`src/rtl/rv2_pkg.sv`:
```
package rv2_pkg;

    localparam int XLEN   = 32;
    localparam int NREG   = 32;
    localparam int RIDX_W = $clog2(NREG);

    localparam logic [6:0] OPC_REG    = 7'b0110011;
    localparam logic [6:0] OPC_IMM    = 7'b0010011;
    localparam logic [6:0] OPC_LOAD   = 7'b0000011;
    localparam logic [6:0] OPC_STORE  = 7'b0100011;
    localparam logic [6:0] OPC_BRANCH = 7'b1100011;
    localparam logic [6:0] OPC_JAL    = 7'b1101111;
    localparam logic [6:0] OPC_JALR   = 7'b1100111;
    localparam logic [6:0] OPC_STOP   = 7'b1111111;

    typedef enum logic [2:0] {
        ALU_ADD, ALU_SUB, ALU_AND, ALU_OR, ALU_MUL, ALU_SLL
    } alu_op_e;

    typedef enum logic [2:0] {
        FL_SEQ, FL_BEQ, FL_BNE, FL_JAL, FL_JALR, FL_STOP
    } flow_e;

    // decoded first-stage control
    typedef struct packed {
        alu_op_e            alu_op;
        flow_e              flow;
        logic               use_imm;
        logic               reg_wr;
        logic               mem_rd;
        logic               mem_wr;
        logic [RIDX_W-1:0]  rd;
        logic [RIDX_W-1:0]  rs1;
        logic [RIDX_W-1:0]  rs2;
        logic [XLEN-1:0]    imm;
    } dec_t;

    // stage boundary register contents
    typedef struct packed {
        logic               reg_wr;
        logic               mem_rd;
        logic               mem_wr;
        logic [RIDX_W-1:0]  rd;
        logic [XLEN-1:0]    result;
        logic [XLEN-1:0]    sdata;
    } mw_t;

    function automatic logic [XLEN-1:0] imm_i(input logic [31:0] w);
        return {{20{w[31]}}, w[31:20]};
    endfunction

    function automatic logic [XLEN-1:0] imm_s(input logic [31:0] w);
        return {{20{w[31]}}, w[31:25], w[11:7]};
    endfunction

    function automatic logic [XLEN-1:0] imm_b(input logic [31:0] w);
        return {{19{w[31]}}, w[31], w[7], w[30:25], w[11:8], 1'b0};
    endfunction

    function automatic logic [XLEN-1:0] imm_j(input logic [31:0] w);
        return {{11{w[31]}}, w[31], w[19:12], w[20], w[30:21], 1'b0};
    endfunction

endpackage

```
`src/rtl/rv2_decode.sv`:
```
module rv2_decode
    import rv2_pkg::*;
(
    input  logic [31:0] instr,
    output dec_t        dec
);
    logic [6:0] opc;
    logic [2:0] f3;
    logic [6:0] f7;

    assign opc = instr[6:0];
    assign f3  = instr[14:12];
    assign f7  = instr[31:25];

    always_comb begin
        dec         = '0;
        dec.alu_op  = ALU_ADD;
        dec.flow    = FL_SEQ;
        dec.rd      = instr[11:7];
        dec.rs1     = instr[19:15];
        dec.rs2     = instr[24:20];
        dec.imm     = imm_i(instr);
        unique case (opc)
            OPC_REG: begin
                dec.reg_wr = 1'b1;
                if (f7 == 7'b0000001 && f3 == 3'b000) dec.alu_op = ALU_MUL;
                else if (f3 == 3'b000)                dec.alu_op = f7[5] ? ALU_SUB : ALU_ADD;
                else if (f3 == 3'b111)                dec.alu_op = ALU_AND;
                else if (f3 == 3'b110)                dec.alu_op = ALU_OR;
                else                                  dec.reg_wr = 1'b0;
            end
            OPC_IMM: begin
                dec.use_imm = 1'b1;
                dec.reg_wr  = (f3 == 3'b000) || (f3 == 3'b001);
                dec.alu_op  = (f3 == 3'b001) ? ALU_SLL : ALU_ADD;
            end
            OPC_LOAD: begin
                dec.use_imm = 1'b1;
                dec.reg_wr  = 1'b1;
                dec.mem_rd  = 1'b1;
            end
            OPC_STORE: begin
                dec.use_imm = 1'b1;
                dec.mem_wr  = 1'b1;
                dec.imm     = imm_s(instr);
            end
            OPC_BRANCH: begin
                dec.imm  = imm_b(instr);
                dec.flow = (f3 == 3'b001) ? FL_BNE : FL_BEQ;
            end
            OPC_JAL: begin
                dec.imm    = imm_j(instr);
                dec.reg_wr = 1'b1;
                dec.flow   = FL_JAL;
            end
            OPC_JALR: begin
                dec.use_imm = 1'b1;
                dec.reg_wr  = 1'b1;
                dec.flow    = FL_JALR;
            end
            OPC_STOP: dec.flow = FL_STOP;
            default: ;
        endcase
    end
endmodule

```
`src/rtl/rv2_alu.sv`:
```
module rv2_alu
    import rv2_pkg::*;
(
    input  alu_op_e         op,
    input  logic [XLEN-1:0] a,
    input  logic [XLEN-1:0] b,
    output logic [XLEN-1:0] y
);
    always_comb begin
        unique case (op)
            ALU_SUB: y = a - b;
            ALU_AND: y = a & b;
            ALU_OR:  y = a | b;
            ALU_MUL: y = a * b;
            ALU_SLL: y = a << b[4:0];
            default: y = a + b;
        endcase
    end
endmodule

```
`src/rtl/rv2_regfile.sv`:
```
module rv2_regfile
    import rv2_pkg::*;
(
    input  logic              clk,
    input  logic              rst,
    input  logic              we,
    input  logic [RIDX_W-1:0] waddr,
    input  logic [XLEN-1:0]   wdata,
    input  logic [RIDX_W-1:0] raddr_a,
    input  logic [RIDX_W-1:0] raddr_b,
    output logic [XLEN-1:0]   rdata_a,
    output logic [XLEN-1:0]   rdata_b
);
    logic [XLEN-1:0] regs [NREG];

    always_ff @(posedge clk) begin
        if (rst) begin
            for (int i = 0; i < NREG; i++) regs[i] <= '0;
        end else if (we && waddr != '0) begin
            regs[waddr] <= wdata;
        end
    end

    assign rdata_a = regs[raddr_a];
    assign rdata_b = regs[raddr_b];
endmodule

```
`src/rtl/rv2_core.sv`:
```
module rv2_core
    import rv2_pkg::*;
#(
    parameter int PC_W = 10,
    parameter int DA_W = 8
) (
    input  logic            clk,
    input  logic            rst,
    output logic [PC_W-1:0] imem_addr,
    input  logic [31:0]     imem_data,
    output logic [DA_W-1:0] dmem_addr,
    output logic            dmem_we,
    output logic [31:0]     dmem_wdata,
    input  logic [31:0]     dmem_rdata,
    output logic            halted
);
    localparam logic [PC_W-1:0] PC_START = PC_W'(1);

    logic [PC_W-1:0] pc, pc_next, pc_inc;
    logic            halt_q;
    dec_t            dec;
    mw_t             mw_q, mw_d;
    logic [XLEN-1:0] rf_a, rf_b, op_a, op_b, alu_b, alu_y, wb_data, link;
    logic            take;

    // first stage: fetch, decode, operands, execute, next location
    rv2_decode u_dec (.instr(imem_data), .dec(dec));

    rv2_regfile u_rf (
        .clk(clk), .rst(rst),
        .we(mw_q.reg_wr), .waddr(mw_q.rd), .wdata(wb_data),
        .raddr_a(dec.rs1), .raddr_b(dec.rs2),
        .rdata_a(rf_a), .rdata_b(rf_b)
    );

    // second-stage result goes straight to the reads behind it
    assign wb_data = mw_q.mem_rd ? dmem_rdata : mw_q.result;

    always_comb begin
        if (dec.rs1 == '0)                            op_a = '0;
        else if (mw_q.reg_wr && mw_q.rd == dec.rs1)   op_a = wb_data;
        else                                          op_a = rf_a;
        if (dec.rs2 == '0)                            op_b = '0;
        else if (mw_q.reg_wr && mw_q.rd == dec.rs2)   op_b = wb_data;
        else                                          op_b = rf_b;
    end

    assign alu_b = dec.use_imm ? dec.imm : op_b;

    rv2_alu u_alu (.op(dec.alu_op), .a(op_a), .b(alu_b), .y(alu_y));

    assign pc_inc = pc + PC_W'(1);
    assign link   = XLEN'({pc_inc, 2'b00});

    always_comb begin
        take = 1'b0;
        unique case (dec.flow)
            FL_BEQ:  take = (op_a == op_b);
            FL_BNE:  take = (op_a != op_b);
            default: ;
        endcase
    end

    always_comb begin
        if (halt_q || dec.flow == FL_STOP)   pc_next = pc;
        else if (dec.flow == FL_JALR)        pc_next = alu_y[PC_W+1:2];
        else if (take || dec.flow == FL_JAL) pc_next = pc + dec.imm[PC_W+1:2];
        else                                 pc_next = pc_inc;
    end

    always_comb begin
        mw_d        = '0;
        mw_d.reg_wr = dec.reg_wr && (dec.rd != '0);
        mw_d.mem_rd = dec.mem_rd;
        mw_d.mem_wr = dec.mem_wr;
        mw_d.rd     = dec.rd;
        mw_d.result = (dec.flow == FL_JAL || dec.flow == FL_JALR) ? link : alu_y;
        mw_d.sdata  = op_b;
        if (halt_q || dec.flow == FL_STOP) mw_d = '0;
    end

    always_ff @(posedge clk) begin
        if (rst) begin
            pc     <= PC_START;
            halt_q <= 1'b0;
            mw_q   <= '0;
        end else begin
            pc     <= pc_next;
            halt_q <= halt_q || (dec.flow == FL_STOP);
            mw_q   <= mw_d;
        end
    end

    // second stage: memory access and writeback
    assign dmem_addr  = mw_q.result[DA_W+1:2];
    assign dmem_we    = mw_q.mem_wr;
    assign dmem_wdata = mw_q.sdata;
    assign imem_addr  = pc;
    assign halted     = halt_q;
endmodule

```
`config.mk`:
```
export PLATFORM = sky130hd
export DESIGN_NAME = rv2_core
export DESIGN_NICKNAME = d
export VERILOG_FILES = /design/src/rtl/rv2_pkg.sv /design/src/rtl/rv2_decode.sv /design/src/rtl/rv2_alu.sv /design/src/rtl/rv2_regfile.sv /design/src/rtl/rv2_core.sv
export SDC_FILE = /design/constraint.sdc
export NUM_CORES = 2
export LEC_CHECK = 0
export BUFFER_PORTS_ARGS = -buffer_cell sky130_fd_sc_hd__buf_2
export CORE_UTILIZATION = 51
export DETAILED_ROUTE_END_ITERATION = 12
export PLACE_DENSITY = 0.67
export SYNTH_ARGS = -nofsm -noshare
export SYNTH_HDL_FRONTEND = slang
export SYNTH_SLANG_ARGS = --single-unit
```
`constraint.sdc`:
```
create_clock -name clk -period 15.2 [get_ports clk]
set_clock_uncertainty 0.15 [all_clocks]
set_input_delay 3.04 -clock clk [delete_from_list [all_inputs] [get_ports clk]]
set_output_delay 3.04 -clock clk [all_outputs]
set_load 0.02 [all_outputs]
```
==> results by group <==
Setup path
  • Crit path kind: input port to flop
  • Most used cell, CP: fa_1
  • Worst endpoint required time: 15.70 ns
  • Worst Path Arrival: 14.73 ns
  • CP Capture Type: flop
  • Largest stage delay on the critical path: 1.06 ns
  • Worst path slowest cell: o32a_1
  • Setup crit start kind: input port
  • Worst-path maximum fanout: 31

Place
  • Inst Count DP: 8786
  • Placed cell area: 0.0817 mm^2
  • RePlAce Congestion: 1.06
  • Post-Place Worst Slack: 0.779 ns
  • Post-DP HPWL: 224 mm
  • Number of buffers added on ports: 117

Power and ir drop
  • Comb power frac: 69.8%
  • P_leak: 33.3 nW
  • Pwr/cell area: 257 mW/mm^2
  • Clk network pwr share: 14.1%
  • Seq pwr share: 16.1%
  • Worst vdd ir: 1.20 mV
  • Sw Share: 49.8%
  • Sw Pwr: 11.0 mW
  • Total Power Consumption: 22.0 mW
  • Int Power: 11.1 mW

Floorplan
  • Core area: 0.152 mm^2
  • Die area: 0.155 mm^2
  • Die Ht: 394 um
  • Initial core utilization: 51.5%
  • Die width: 394 um
  • FP Rows: 143
  • IO Pins: 118

Clock network
  • Sink Count: 1107
  • CTS Buf Count: 118
  • Clk root buf: clkbuf_16
  • Clock transition at the registers of the reported paths: 0.06 ns
  • Post-CTS Repair Setup Buffers: 0
  • Hold buffer count at CTS: 0
  • CTS tree: done
  • # resized after CTS: 0
  • Number of H-tree levels: 3
  • Clock Tree Buf Depth: 3
  • Clk Latency, worst-skew pair: 0.81 ns

Cells and area
  • Layout cells sized above 1: 17.8%
  • Most frequent cells in the layout: nor2_1, edfxtp_1, inv_1
  • Final instance area: 0.0858 mm^2
  • Multi-input gate area: 0.0419 mm^2
  • Fillcell total: 12700
  • End-of-flow core utilization: 56.4%
  • Sequential cell area: 0.0324 mm^2
  • Nets@finish: 7520
  • Commonest non-fill, non-tap cell in the layout: nor2_1
  • Area growth syn-to-layout: 9.45%
  • Final Non-Filler Cells: 9016

Run status
  • Failing checks: capacitance limit, slew limit
  • Status: complete, but fails checks

Logic synthesis
  • Cell variety after synth: 109
  • Post-Synthesis Cells: 6914
  • Seq/Total Area, Yosys: 41.3%
  • Yosys warning count: 0
  • Netlist Area Pre-Place: 0.0784 mm^2
  • #FFs+latches synth: 1107
  • Mean Syn Cell Area: 11.3 um^2
  • Synth Flop Type: edfxtp_1
  • Ys async rst share: 0%
  • Post-synth EDFFs: 1024

GRT
  • Total GRT Usage: 43.0%
  • Remaining Overflow, GRT: 0
  • Initial antenna violation count: 11
  • Number of global-route vias before repair: 62400
  • Largest net degree at the start of global routing: 72
  • First-pass GRT wire length: 468 mm

Routing
  • TritonRoute pass-1 iters: 9
  • Number of remaining DRC errors: 0
  • Met2 WL: 147 mm
  • Max Used Layer: met5
  • WL met3: 50.8 mm
  • Vias: 63300
  • Detailed Route Iter0 Violations: 10200
  • WL final: 338 mm
  • Detail Route Antenna Nets: 0
  • Via/cell ratio: 7.02
  • WL per Instance: 37.5 um
  • Metal1 wirelength: 108 mm

Timing
  • Slew @ Worst Pin: 1.55 ns
  • Hold WS: 0.456 ns
  • Setup violators final: 0
  • RSZ-0062 raised after global routing: false
  • Setup TNS: 0 ns
  • Worst setup margin: 0.968 ns
  • Max-slew violation count: 22
  • Worst slew margin: -3.13%
  • Max Clk Rate: 70.3 MHz
  • Ratio of final minimum period to clock period: 93.6%
  • Final hold violation count: 0
  • Min Tclk post-route: 14.23 ns

Flow run
  • Maximum capacitance violations: 2

Worst hold path
  • Worst hold path type: flop to flop
## worst max-delay path: cells and delay by family
family | cells | cell delay, ns
compound gates | 12 | 4.28
buf+inv | 8 | 1.96
xor+xnor | 2 | 0.39
simple gates | 4 | 0.62
fa+ha+maj | 9 | 4.37
## cells in the mapped netlist (all sizes together), types with 36 or more instances
library cell	number	share of area (%)
a21o	36	0.34
a21oi	235	1.5
a22oi	95	0.91
buf	226	2.2
clkbuf	378	1.8
dfxtp	83	2.1
edfxtp	1024	39
fa	410	10
ha	168	2.7
inv	468	2.2
mux2i	266	3.4
mux4	452	13
nand2	450	2.2
nand2b	105	0.84
nand3	55	0.35
nor2	1485	7.1
nor3	50	0.32
o21ai	143	0.92
o22ai	45	0.37
xnor2	122	1.4
xor2	44	0.49
## power by group through the flow
stage / registers, mW / logic [mW] / clock network [mW]
6_report: 3.55 / 15.4 / 3.11
5_1_grt: 3.56 / 16.5 / 3.21
3_5_place_dp: 3.61 / 14.9 / 0
2_1_floorplan: 3.56 / 9.71 / 0
3_3_place_gp: 3.60 / 14.8 / 0
4_1_cts: 3.54 / 15.0 / 3.10
## state kept, by name, indices dropped and copies added (netlist names)
register / flops
halted: 1
dmem_we: 1
dmem_wdata: 32
mw_q: 31
dmem_addr: 8
imem_addr: 10
u_rf.regs: 1024
## cell type report
class | instances | area share [%]
Tap cell | 2030 | 2.96
Clock buffer | 136 | 3.54
Clock inverter | 87 | 1.25
Inverter | 479 | 2.10
Antenna cell | 7 | 0.0204
Timing Repair Buffer | 415 | 3.52
Multi-Input combinational cell | 4755 | 48.8
Sequential cell | 1107 | 37.8
## kinds of logic (layout without fill, tap and decap cells)
| logic type | count (synthesis) | count (layout) | synth area share (%) |
|---|---|---|---|
| fa+ha+maj | 589 | 589 | 13.3 |
| compound gates | 877 | 877 | 7.59 |
| xor+xnor | 172 | 172 | 2.03 |
| other cells | 1 | 39 | 0.00478 |
| simple gates | 2334 | 2334 | 12.4 |
| buf+inv | 1083 | 1117 | 6.37 |
| mux | 751 | 751 | 17.0 |
| flops | 1107 | 1107 | 41.3 |
## path summary, 6_finish.rpt
kind                                     end  depth (start not counted)  slack, ns           from
worst min-delay path            imem_addr[8]                          2       0.46   imem_addr[8]
worst max register to register      mw_q[63]                         33       3.54       mw_q[67]
worst max-delay path                mw_q[63]                         35       0.97  imem_data[17]
worst min register to register  imem_addr[8]                          2       0.46   imem_addr[8]
## layer usage
layer | up-vias | global-route usage, %
met4 | 12 | 32.6
li1 | 24400 | -
met3 | 1699 | 14.9
met1 | 31100 | 50.9
met5 | - | 0.493
met2 | 6012 | 64.6
No activity file was read; power rests on OpenSTA's default activity.
